<file path="config.mk">
export PLATFORM = sky130hd
export DESIGN_NAME = prot_timing_ctrl
export DESIGN_NICKNAME = d
export VERILOG_FILES = /design/src/rtl/prot_pkg.sv /design/src/rtl/prot_prescaler.sv /design/src/rtl/prot_ovl_timer.sv /design/src/rtl/prot_rst_filter.sv /design/src/rtl/prot_timing_ctrl.sv
export SDC_FILE = /design/constraint.sdc
export NUM_CORES = 1
export LEC_CHECK = 0
export ABC_AREA = 1
export BUFFER_PORTS_ARGS = -buffer_cell sky130_fd_sc_hd__buf_2
export CAP_MARGIN = 20
export CORE_MARGIN = 4
export CORE_UTILIZATION = 60
export DETAILED_ROUTE_END_ITERATION = 8
export PLACE_DENSITY = 0.79
export RECOVER_POWER = 50
export REMOVE_ABC_BUFFERS = 1
export SYNTH_ARGS = -nofsm -noshare
export SYNTH_HDL_FRONTEND = slang
export SYNTH_SLANG_ARGS = --single-unit
</file>
<file path="constraint.sdc">
create_clock -name clk -period 4.18 [get_ports clk]
set_input_delay 0.836 -clock clk [delete_from_list [all_inputs] [get_ports clk]]
set_output_delay 0.836 -clock clk [all_outputs]
set_load 0.05 [all_outputs]
</file>
<file path="src/rtl/prot_pkg.sv">
package prot_pkg;

  // Last count value of the prescaler for the selected ratio.
  function automatic int prescale_last(input logic fast, input int div_norm,
                                       input int div_test);
    return (fast ? div_test : div_norm) - 1;
  endfunction

  // Earliest and latest edge (counted from arming) of an expiry pulse.
  function automatic int window_lo(input int ticks, input int div);
    return (ticks - 1) * div + 1;
  endfunction

  function automatic int window_hi(input int ticks, input int div);
    return ticks * div;
  endfunction

endpackage

</file>
<file path="src/rtl/prot_prescaler.sv">
module prot_prescaler #(
  parameter int DIV_NORM = 256,
  parameter int DIV_TEST = 4,
  parameter int W        = 8
) (
  input  logic clk,
  input  logic rst_a,
  input  logic rst_s,
  input  logic fast_i,
  output logic tick_o
);
  logic [W-1:0] cnt;
  logic [W-1:0] last;

  always_comb begin
    last   = W'(prot_pkg::prescale_last(fast_i, DIV_NORM, DIV_TEST));
    tick_o = (cnt >= last);
  end

  always_ff @(posedge clk or posedge rst_a) begin
    if (rst_a)        cnt <= '0;
    else if (rst_s)   cnt <= '0;
    else if (tick_o)  cnt <= '0;
    else              cnt <= cnt + 1'b1;
  end
endmodule

</file>
<file path="src/rtl/prot_ovl_timer.sv">
module prot_ovl_timer #(
  parameter int TICKS = 145,
  parameter int W     = 8
) (
  input  logic clk,
  input  logic rst_a,
  input  logic rst_s,
  input  logic arm_i,
  input  logic tick_i,
  output logic expire_o
);
  logic [W-1:0] cnt;
  logic         at_end;

  assign at_end = (cnt == W'(TICKS - 1));

  always_ff @(posedge clk or posedge rst_a) begin
    if (rst_a) begin
      cnt      <= '0;
      expire_o <= 1'b0;
    end else if (rst_s) begin
      cnt      <= '0;
      expire_o <= 1'b0;
    end else begin
      expire_o <= arm_i & tick_i & at_end;
      if (!arm_i)       cnt <= '0;
      else if (tick_i)  cnt <= at_end ? '0 : cnt + 1'b1;
    end
  end
endmodule

</file>
<file path="src/rtl/prot_rst_filter.sv">
module prot_rst_filter #(
  parameter int MIN = 160,
  parameter int W   = 8
) (
  input  logic clk,
  input  logic por_i,
  input  logic pin_n_i,
  output logic pin_low_o,
  output logic hold_o
);
  logic         s1, s2;
  logic [W-1:0] low_cnt;

  always_ff @(posedge clk or posedge por_i) begin
    if (por_i) begin
      s1      <= 1'b1;
      s2      <= 1'b1;
      low_cnt <= '0;
    end else begin
      s1 <= pin_n_i;
      s2 <= s1;
      if (s2)                        low_cnt <= '0;
      else if (low_cnt != W'(MIN))   low_cnt <= low_cnt + 1'b1;
    end
  end

  assign pin_low_o = ~s2;
  assign hold_o    = (low_cnt == W'(MIN));
endmodule

</file>
<file path="src/rtl/prot_timing_ctrl.sv">
module prot_timing_ctrl #(
  parameter int NCH          = 8,
  parameter int PRE_DIV      = 256,
  parameter int PRE_DIV_TEST = 4,
  parameter int TMR_TICKS    = 145,
  parameter int RST_MIN      = 160
) (
  input  logic           clk,
  input  logic           por_i,
  input  logic           ext_rst_n_i,
  input  logic [NCH-1:0] ovc_i,
  input  logic           overtemp_i,
  input  logic           test1_i,
  input  logic           test2_i,
  input  logic [NCH-1:0] latch_q_i,
  output logic [NCH-1:0] drv_en_o,
  output logic [NCH-1:0] latch_clr_o,
  output logic           int_rst_o,
  output logic           tm_clk_o,
  output logic           tm2_o
);
  localparam int PRE_MAX = (PRE_DIV > PRE_DIV_TEST) ? PRE_DIV : PRE_DIV_TEST;
  localparam int PRE_W   = (PRE_MAX > 2) ? $clog2(PRE_MAX) : 1;
  localparam int TMR_W   = (TMR_TICKS > 2) ? $clog2(TMR_TICKS) : 1;
  localparam int RST_W   = $clog2(RST_MIN + 1);

  // Named internal events, observed by the bound checker.
  logic           tick_w;
  logic           ext_hold_w;
  logic           pin_low_w;
  logic [NCH-1:0] arm_w;
  logic [NCH-1:0] expire_w;
  logic           div2_q;

  prot_rst_filter #(.MIN(RST_MIN), .W(RST_W)) u_rst (
    .clk      (clk),
    .por_i    (por_i),
    .pin_n_i  (ext_rst_n_i),
    .pin_low_o(pin_low_w),
    .hold_o   (ext_hold_w)
  );

  assign int_rst_o = por_i | ext_hold_w;

  prot_prescaler #(.DIV_NORM(PRE_DIV), .DIV_TEST(PRE_DIV_TEST), .W(PRE_W)) u_pre (
    .clk   (clk),
    .rst_a (por_i),
    .rst_s (ext_hold_w),
    .fast_i(test1_i),
    .tick_o(tick_w)
  );

  // Thermal mask leaves the latches untouched.
  assign drv_en_o = latch_q_i & {NCH{~overtemp_i}};
  assign arm_w    = ovc_i & drv_en_o;

  for (genvar ch = 0; ch < NCH; ch++) begin : g_ch
    prot_ovl_timer #(.TICKS(TMR_TICKS), .W(TMR_W)) u_tmr (
      .clk     (clk),
      .rst_a   (por_i),
      .rst_s   (ext_hold_w),
      .arm_i   (arm_w[ch]),
      .tick_i  (tick_w),
      .expire_o(expire_w[ch])
    );
  end

  assign latch_clr_o = expire_w | {NCH{int_rst_o}};

  always_ff @(posedge clk or posedge por_i) begin
    if (por_i) div2_q <= 1'b0;
    else       div2_q <= ~div2_q;
  end

  assign tm_clk_o = test1_i & div2_q;
  assign tm2_o    = test2_i;
endmodule

</file>
==> results of run 1 <==
-- cell families after synthesis --
group	Yosys count
adder cells (fa/ha/maj)	25
flip-flops	91
AO/OA/AOI/OAI	60
AND/OR/NAND/NOR	442
XOR/XNOR	26
buffers and inverters	135
-- final cells by class --
type / instances / area share
clock inverters: 6 / 0.0144
inverters: 123 / 0.0749
clock buffers: 10 / 0.0223
multi-input cells: 553 / 0.458
flip-flops and latches: 91 / 0.369
repair buffers: 41 / 0.0362
well taps: 129 / 0.0261
-- routing by layer --
| layer | routed length (µm) | share of wire | track usage | vias to the layer above |
|---|---|---|---|---|
| li1 | - | - | - | 2482 |
| met1 | 5260 | 0.46 | 0.282 | 2269 |
| met2 | 5670 | 0.49 | 0.377 | 80 |
| met3 | 393 | 0.034 | 0.0367 | 19 |
| met4 | 200 | 0.017 | 0.0787 | 0 |
| met5 | 0 | 0 | 0 | - |
-- metrics by stage --
step	utilization	std cells	power, mW	setup WS (ps)
6_report	0.669	953	1.94	943
3_5_place_dp	0.643	936	1.29	1500
5_1_grt	0.669	953	2.04	741
3_3_place_gp	0.643	936	1.27	1550
4_1_cts	0.668	952	1.96	1130
2_1_floorplan	-	767	1.20	984
-- power by group through the flow --
stage	Clock, mW	Combinational [mW]	Sequential (mW)
2_1_floorplan	0	0.236	0.963
3_3_place_gp	0	0.302	0.970
3_5_place_dp	0	0.316	0.973
4_1_cts	0.685	0.318	0.956
5_1_grt	0.723	0.359	0.960
6_report	0.665	0.314	0.956
-- cell usage in the layout (no fill, tap or decap), types with 2 or more instances in the layout --
| cell type | Yosys | final |
|---|---|---|
| dfstp_2 | 2 | 2 |
| o21ai_0 | 32 | 32 |
| nand4_1 | 9 | 9 |
| o21ai_1 | 17 | 17 |
| bufinv_16 | 0 | 2 |
| a21oi_1 | 5 | 5 |
| clkinvlp_4 | 0 | 2 |
| clkinv_1 | 2 | 2 |
| clkbuf_8 | 0 | 10 |
| nand2_4 | 3 | 3 |
| inv_1 | 119 | 118 |
| nand2_1 | 232 | 232 |
| nand2_2 | 6 | 6 |
| xor2_1 | 21 | 21 |
| or2_2 | 8 | 8 |
| dfrtp_1 | 89 | 89 |
| nand3_1 | 64 | 64 |
| ha_1 | 25 | 25 |
| nor2_2 | 12 | 12 |
| xnor2_1 | 5 | 5 |
| o21ai_2 | 4 | 4 |
| clkbuf_1 | 0 | 3 |
| nor3b_1 | 2 | 2 |
| buf_2 | 0 | 37 |
| nor2_1 | 79 | 80 |
| nor2_4 | 10 | 9 |
| nor3_1 | 14 | 14 |
| inv_2 | 2 | 2 |
-- worst register-to-register path: stages (launching register included) --
cell	delay, ps
dfrtp_1	420
ha_1	300
a21o_1	210
nor2_4	180
nand2_8	210
nor2_2	440
inv_1	80
nand2_1	70
nand2_1	40
-- flip-flops by register name (all words and copies together) (netlist names) --
signal,flops
div2_q,1
g_ch.u_tmr.expire_o,8
u_rst.s1,1
u_pre.cnt,8
g_ch.u_tmr.cnt,64
u_rst.s2,1
u_rst.low_cnt,8
-- path summary, 6_finish.rpt --
check	end	depth (start not counted)	slack, ps	start
min	u_rst.s2	0	370	u_rst.s1
min reg2reg	u_rst.s2	0	370	u_rst.s1
max reg2reg	g_ch[1].u_tmr.cnt[7]	8	2130	u_pre.cnt[7]
max	latch_clr_o[4]	8	940	u_rst.low_cnt[0]
max in group asynchronous	g_ch[7].u_tmr.cnt[7]	3	2390	por_i
min in group asynchronous	g_ch[5].u_tmr.cnt[5]	2	400	por_i
==> results.py, run 1 <==
metrics = {
    "outcome": {
        "outcome": "finished clean",
    },
    "synthesis": {
        "synth_flop_cell": "dfrtp_1",
        "synth_area_leaders": "dfrtp_1 39%, nand2_1 15%, inv_1 7.8%, nand3_1 5.6%, ha_1 5.5%",
        "yosysTopAreaCell": "dfrtp_1",
        "avgSynthCellArea_um2": 7.31,
        "yosys_warnings": 0,
        "ys_seq_area_frac": 0.400,
        "synth-adder-area-share": 0.0549,
        "synth.distinct_cells": 31,
        "synthCells": 779,
        "synthesis.area_um2": 5690,
        "synth_compound_area_frac": 0.0563,
        "synth_top_family_by_area": "simple AND/OR/NAND/NOR gates",
        "synth_simple_gate_area_frac": 0.347,
        "yosysMostFrequentCell": "nand2_1",
        "ys_ff_latch": 91,
        "synthMuxAreaShare": 0,
        "yosys.area.top_type_share": 0.391,
        "synth-edff-count": 0,
        "postSynth.asyncResetShare": 1.00,
        "synthXorXnorAreaFrac": 0.0400,
        "synthTopCellsByCount": "232 x nand2_1, 119 x inv_1, 89 x dfrtp_1",
    },
    "timing": {
        "tightest_slew_ps": 1190,
        "worst_hold_slack_ps": 365,
        "slew_headroom": 0.208,
        "finalSetupViolations": 0,
        "period_needed_ps": 3240,
        "fin_setup_tns_ps": 0,
        "slew_viol_final": 0,
        "fin_crit_sh": 0.774,
        "skew_ps": 15.2,
        "rsz0062_at_grt": "false",
        "clock.fmax_mhz": 309,
        "hold_viol_final": 0,
    },
    "placement": {
        "gp_congestion": 0.896,
        "place_area_um2": 5950,
        "port_buffers": 38,
        "hpwl_mm": 8.46,
    },
    "worst_setup_path": {
        "worstSetupPathType": "reg2out",
        "cp_max_fo": 9,
        "crit_path_end_kind": "primary output",
        "crit_slowest_cell": "nor2_1",
        "crit_path_start_kind": "flip-flop",
        "critical-path-top-delay-family": "simple AND/OR/NAND/NOR gates",
        "required_ps": 3340,
        "cp.arrival_ps": 2400,
        "crit_chain": "inv_1 > ha_1 > nand3_1 > nor2_1 > nor2_1 > inv_1 > or2_2 > buf_2",
        "cp_num_buf_inv": 3,
        "slowest_delay_ps": 490,
    },
    "power": {
        "power_density_nw_per_um2": 313,
        "p_leak_nw": 3.14,
        "seq_power_share": 0.494,
        "ir_worst_vdd_uv": 219,
        "clkPwrFrac": 0.344,
        "p_int_mw": 1.37,
        "swShare": 0.293,
        "p_comb_frac": 0.162,
        "power_switching_uw": 566,
    },
    "grt": {
        "grt_pass1_wl_mm": 20.4,
        "gr-total-overflow": 0,
        "antenna_found_initial": 0,
        "grt_pass1_vias": 4657,
        "grt_max_degree": 57,
        "grtUsageTotal": 0.220,
    },
    "drt": {
        "drt_iter0_drc": 215,
        "viasPerCell": 5.09,
        "dr.pass1.iters": 4,
        "routed_wire_length_per_instance_um": 12.1,
        "finalWirelength_mm": 11.5,
        "drc": 0,
        "drt.antenna.violating_nets": 0,
        "via_count": 4850,
    },
    "clock_tree": {
        "cts_sinks": 91,
        "cts_setup_buffers": 0,
        "clkLatencyLatePin_ps": 360,
        "ctsHoldBuffers": 0,
        "clk_pin_slew_ps": 80,
        "cts_tree": "done",
        "clock_tree.buffer_depth": 2,
        "cts_made_buffers": 9,
        "ctsHtreeMaxLevel": 3,
        "cts_resized": 0,
        "cts_root_buf": "clkbuf_8",
    },
    "min_path": {
        "hold_class": "reg2reg",
    },
    "floorplanning": {
        "start_util": 0.616,
        "io_pins": 41,
        "core-area_um2": 9240,
        "fp-row-count": 35,
        "fp.dieH_um": 105,
        "fp.dieArea_um2": 11100,
        "die_w_um": 105,
    },
    "finish": {
        "n_fill_cell": 815,
        "syn2layout_area_growth_pct": 8.59,
        "antennaDiodeCount": 0,
        "seq_area_um2": 2280,
        "final_cell_area_um2": 6180,
        "nets": 866,
        "drive_above_1_share": 0.125,
        "multiInputGateArea_um2": 2830,
    },
    "flow_run": {
        "maxCapViolCount": 0,
    },
}
Note: power is estimated with default switching activity, not from simulation.
==> run 2, diff against run 1 <==
Settings changed: CORE_UTILIZATION 60 to 55, PLACE_DENSITY 0.79 to 0.77.
Clock period 4.18 ns to 2.92 ns, I/O delays scaled along.
==> run 2 against run 1 <==
The run now ends with capacitance limit left. Register-to-register slack got worse by 1300 ps. Critical path depth did not move. Non-clock buffer count is 2 lower. First-iteration DRC count is 34% higher. Design area fell by 0.42%. Routed wire length is 0.62% higher. Sequential power grew 43%. Combinational power rose by 41%. Total power increased by 39%. Sequential cell count did not move. Cell count up 0.21%. Worst setup slack worse by 700 ps.
==> results.py, run 2 (synthesized netlist as in run 1, its figures left out) <==
metrics = {
    "outcome": {
        "outcome": "complete, but fails checks",
        "violations": "capacitance limit",
    },
    "min_path": {
        "min_to": "u_rst.s1",
        "min_from": "ext_rst_n_i",
        "hold_class": "in2reg",
        "holdPathStages": 1,
    },
    "placement": {
        "port_buffers": 38,
        "gp_congestion": 0.924,
        "pre_cts_ws_ps": 511,
        "hpwl_mm": 8.34,
    },
    "floorplanning": {
        "core-area_um2": 9910,
        "start_util": 0.575,
        "fp.dieH_um": 110,
        "io_pins": 41,
        "fp-row-count": 36,
        "die_w_um": 110,
        "fp.dieArea_um2": 12000,
    },
    "drt": {
        "drt.antenna.violating_nets": 0,
        "routed_wire_length_per_instance_um": 12.1,
        "drc": 0,
        "viasPerCell": 5.09,
        "via_count": 4858,
        "finalWirelength_mm": 11.6,
        "drt_iter0_drc": 289,
        "dr.pass1.iters": 5,
    },
    "worst_setup_path": {
        "required_ps": 2340,
        "cp.arrival_ps": 2090,
        "reg2reg_slack_ps": 870,
        "crit_path_end_kind": "primary output",
        "cp_max_fo": 9,
        "worstSetupPathType": "reg2out",
        "r2r_cells": 8,
        "crit_path_start_kind": "flip-flop",
        "r2r_end": "g_ch[1].u_tmr.cnt[7]",
        "regToRegStartpoint": "u_pre.cnt[7]",
    },
    "timing": {
        "setup_ws_ps": 242,
        "clock.fmax_mhz": 373,
        "tightest_slew_ps": 1490,
        "rsz0062_at_grt": "false",
        "hold_viol_final": 0,
        "slew_headroom": 0.00175,
        "fin_crit_sh": 0.917,
        "skew_ps": 18.3,
        "fin_setup_tns_ps": 0,
        "period_needed_ps": 2680,
        "finalSetupViolations": 0,
        "slew_viol_final": 0,
    },
    "clock_tree": {
        "cts_tree": "done",
        "ctsHtreeMaxLevel": 3,
        "clock_tree.buffer_depth": 2,
        "cts_root_buf": "clkbuf_8",
        "cts_sinks": 91,
        "clkLatencyLatePin_ps": 370,
        "clk_pin_slew_ps": 90,
        "cts_made_buffers": 9,
        "cts_setup_buffers": 0,
    },
    "power": {
        "ir_worst_vdd_uv": 238,
        "p_leak_nw": 3.12,
        "power_density_nw_per_um2": 438,
    },
    "grt": {
        "grt_pass1_vias": 4665,
        "grt_max_degree": 60,
        "grtUsageTotal": 0.213,
        "grt_pass1_wl_mm": 20.5,
        "antenna_found_initial": 0,
        "gr-total-overflow": 0,
    },
    "flow_run": {
        "maxCapViolCount": 1,
    },
    "finish": {
        "antennaDiodeCount": 0,
        "n_fill_cell": 887,
        "syn2layout_area_growth_pct": 8.13,
        "top_register": "g_ch.u_tmr.cnt",
        "layout.cells.most_common": "nand2_1",
        "largest_register_ffs": 64,
        "most-common-layout-cells": "232 x nand2_1, 117 x inv_1, 89 x dfrtp_1, 79 x nor2_1, 64 x nand3_1",
        "nets": 864,
        "drive_above_1_share": 0.127,
    },
}
-- run 2: cell count changes in the layout (fill, tap and decap cells not counted) --
| cell | previous run | this run |
|---|---|---|
| buf_12 | 0 | 1 |
| buf_16 | 1 | 0 |
| bufinv_16 | 2 | 1 |
| clkbuf_1 | 3 | 1 |
| clkinv_2 | 1 | 2 |
| clkinv_4 | 1 | 2 |
| clkinvlp_4 | 2 | 1 |
| dfstp_1 | 0 | 1 |
| dfstp_2 | 2 | 1 |
| inv_1 | 118 | 117 |
| inv_2 | 2 | 3 |
| nor2_1 | 80 | 79 |
| nor2_4 | 9 | 10 |
-- run 2: area by class of cell --
type                            count  area (µm²)  area share
Multi-Input combinational cell    553        2840       0.461
Sequential cell                    91        2280       0.370
Inverter                          123         463      0.0752
Timing Repair Buffer               39         209      0.0339
Tap cell                          133         166      0.0270
Clock buffer                       10         138      0.0224
Clock inverter                      6        65.1      0.0106
-- run 2: where the power goes --
group | switching [mW] | leakage [nW] | internal (mW) | total, mW
sequential | 0.0535 | 1.24 | 1.31 | 1.37
combinational | 0.306 | 1.78 | 0.138 | 0.444
clock | 0.464 | 0.102 | 0.419 | 0.883
-- run 2: how the worst max path moves through the flow --
| stage | start | end | slack [ps] | cells past startpoint |
|---|---|---|---|---|
| 2_1_floorplan | por_i | div2_q | -20 | 1 |
| 3_3_place_gp | test1_i | g_ch[1].u_tmr.cnt[7] | 560 | 9 |
| 3_5_place_dp | u_rst.low_cnt[0] | latch_clr_o[4] | 510 | 8 |
| 4_1_cts | u_rst.low_cnt[0] | latch_clr_o[4] | 100 | 8 |
| 5_1_grt | u_rst.low_cnt[0] | latch_clr_o[4] | 60 | 8 |
| 6_report | u_rst.low_cnt[0] | latch_clr_o[4] | 240 | 8 |
-- run 2: repair_timing --
action / in CTS / in global routing
gates resized for setup: 0 / 1
hold buffers: 0 / 0
endpoints found under the hold margin: 0 / 0
setup endpoints to repair: 0 / 8
-- run 2: metrics by stage --
step	std cells	instance area (µm²)	power [mW]	hold slack [ps]	util
6_report	955	6160	2.69	315	0.621
5_1_grt	955	6160	2.85	292	0.621
4_1_cts	955	6160	2.72	296	0.621
3_5_place_dp	939	5960	1.84	363	0.601
3_3_place_gp	939	5960	1.83	362	0.601
2_1_floorplan	767	5580	1.72	345	-
-- run 2: critical path: stages (launching register included) --
cell and delay (ps):
dfrtp_1 410, inv_1 100, ha_1 170, nand3_1 130, nor2_4 250, nor2_1 80
inv_2 180, or2_2 160, buf_2 260
-- run 2: routing by layer --
metal	share of wire	routed length, µm	track usage	up-vias
met3	0.047	547	0.0435	18
met5	0	0	0	-
met2	0.47	5500	0.364	110
met4	0.017	193	0.0730	0
li1	-	-	-	2483
met1	0.46	5350	0.269	2247
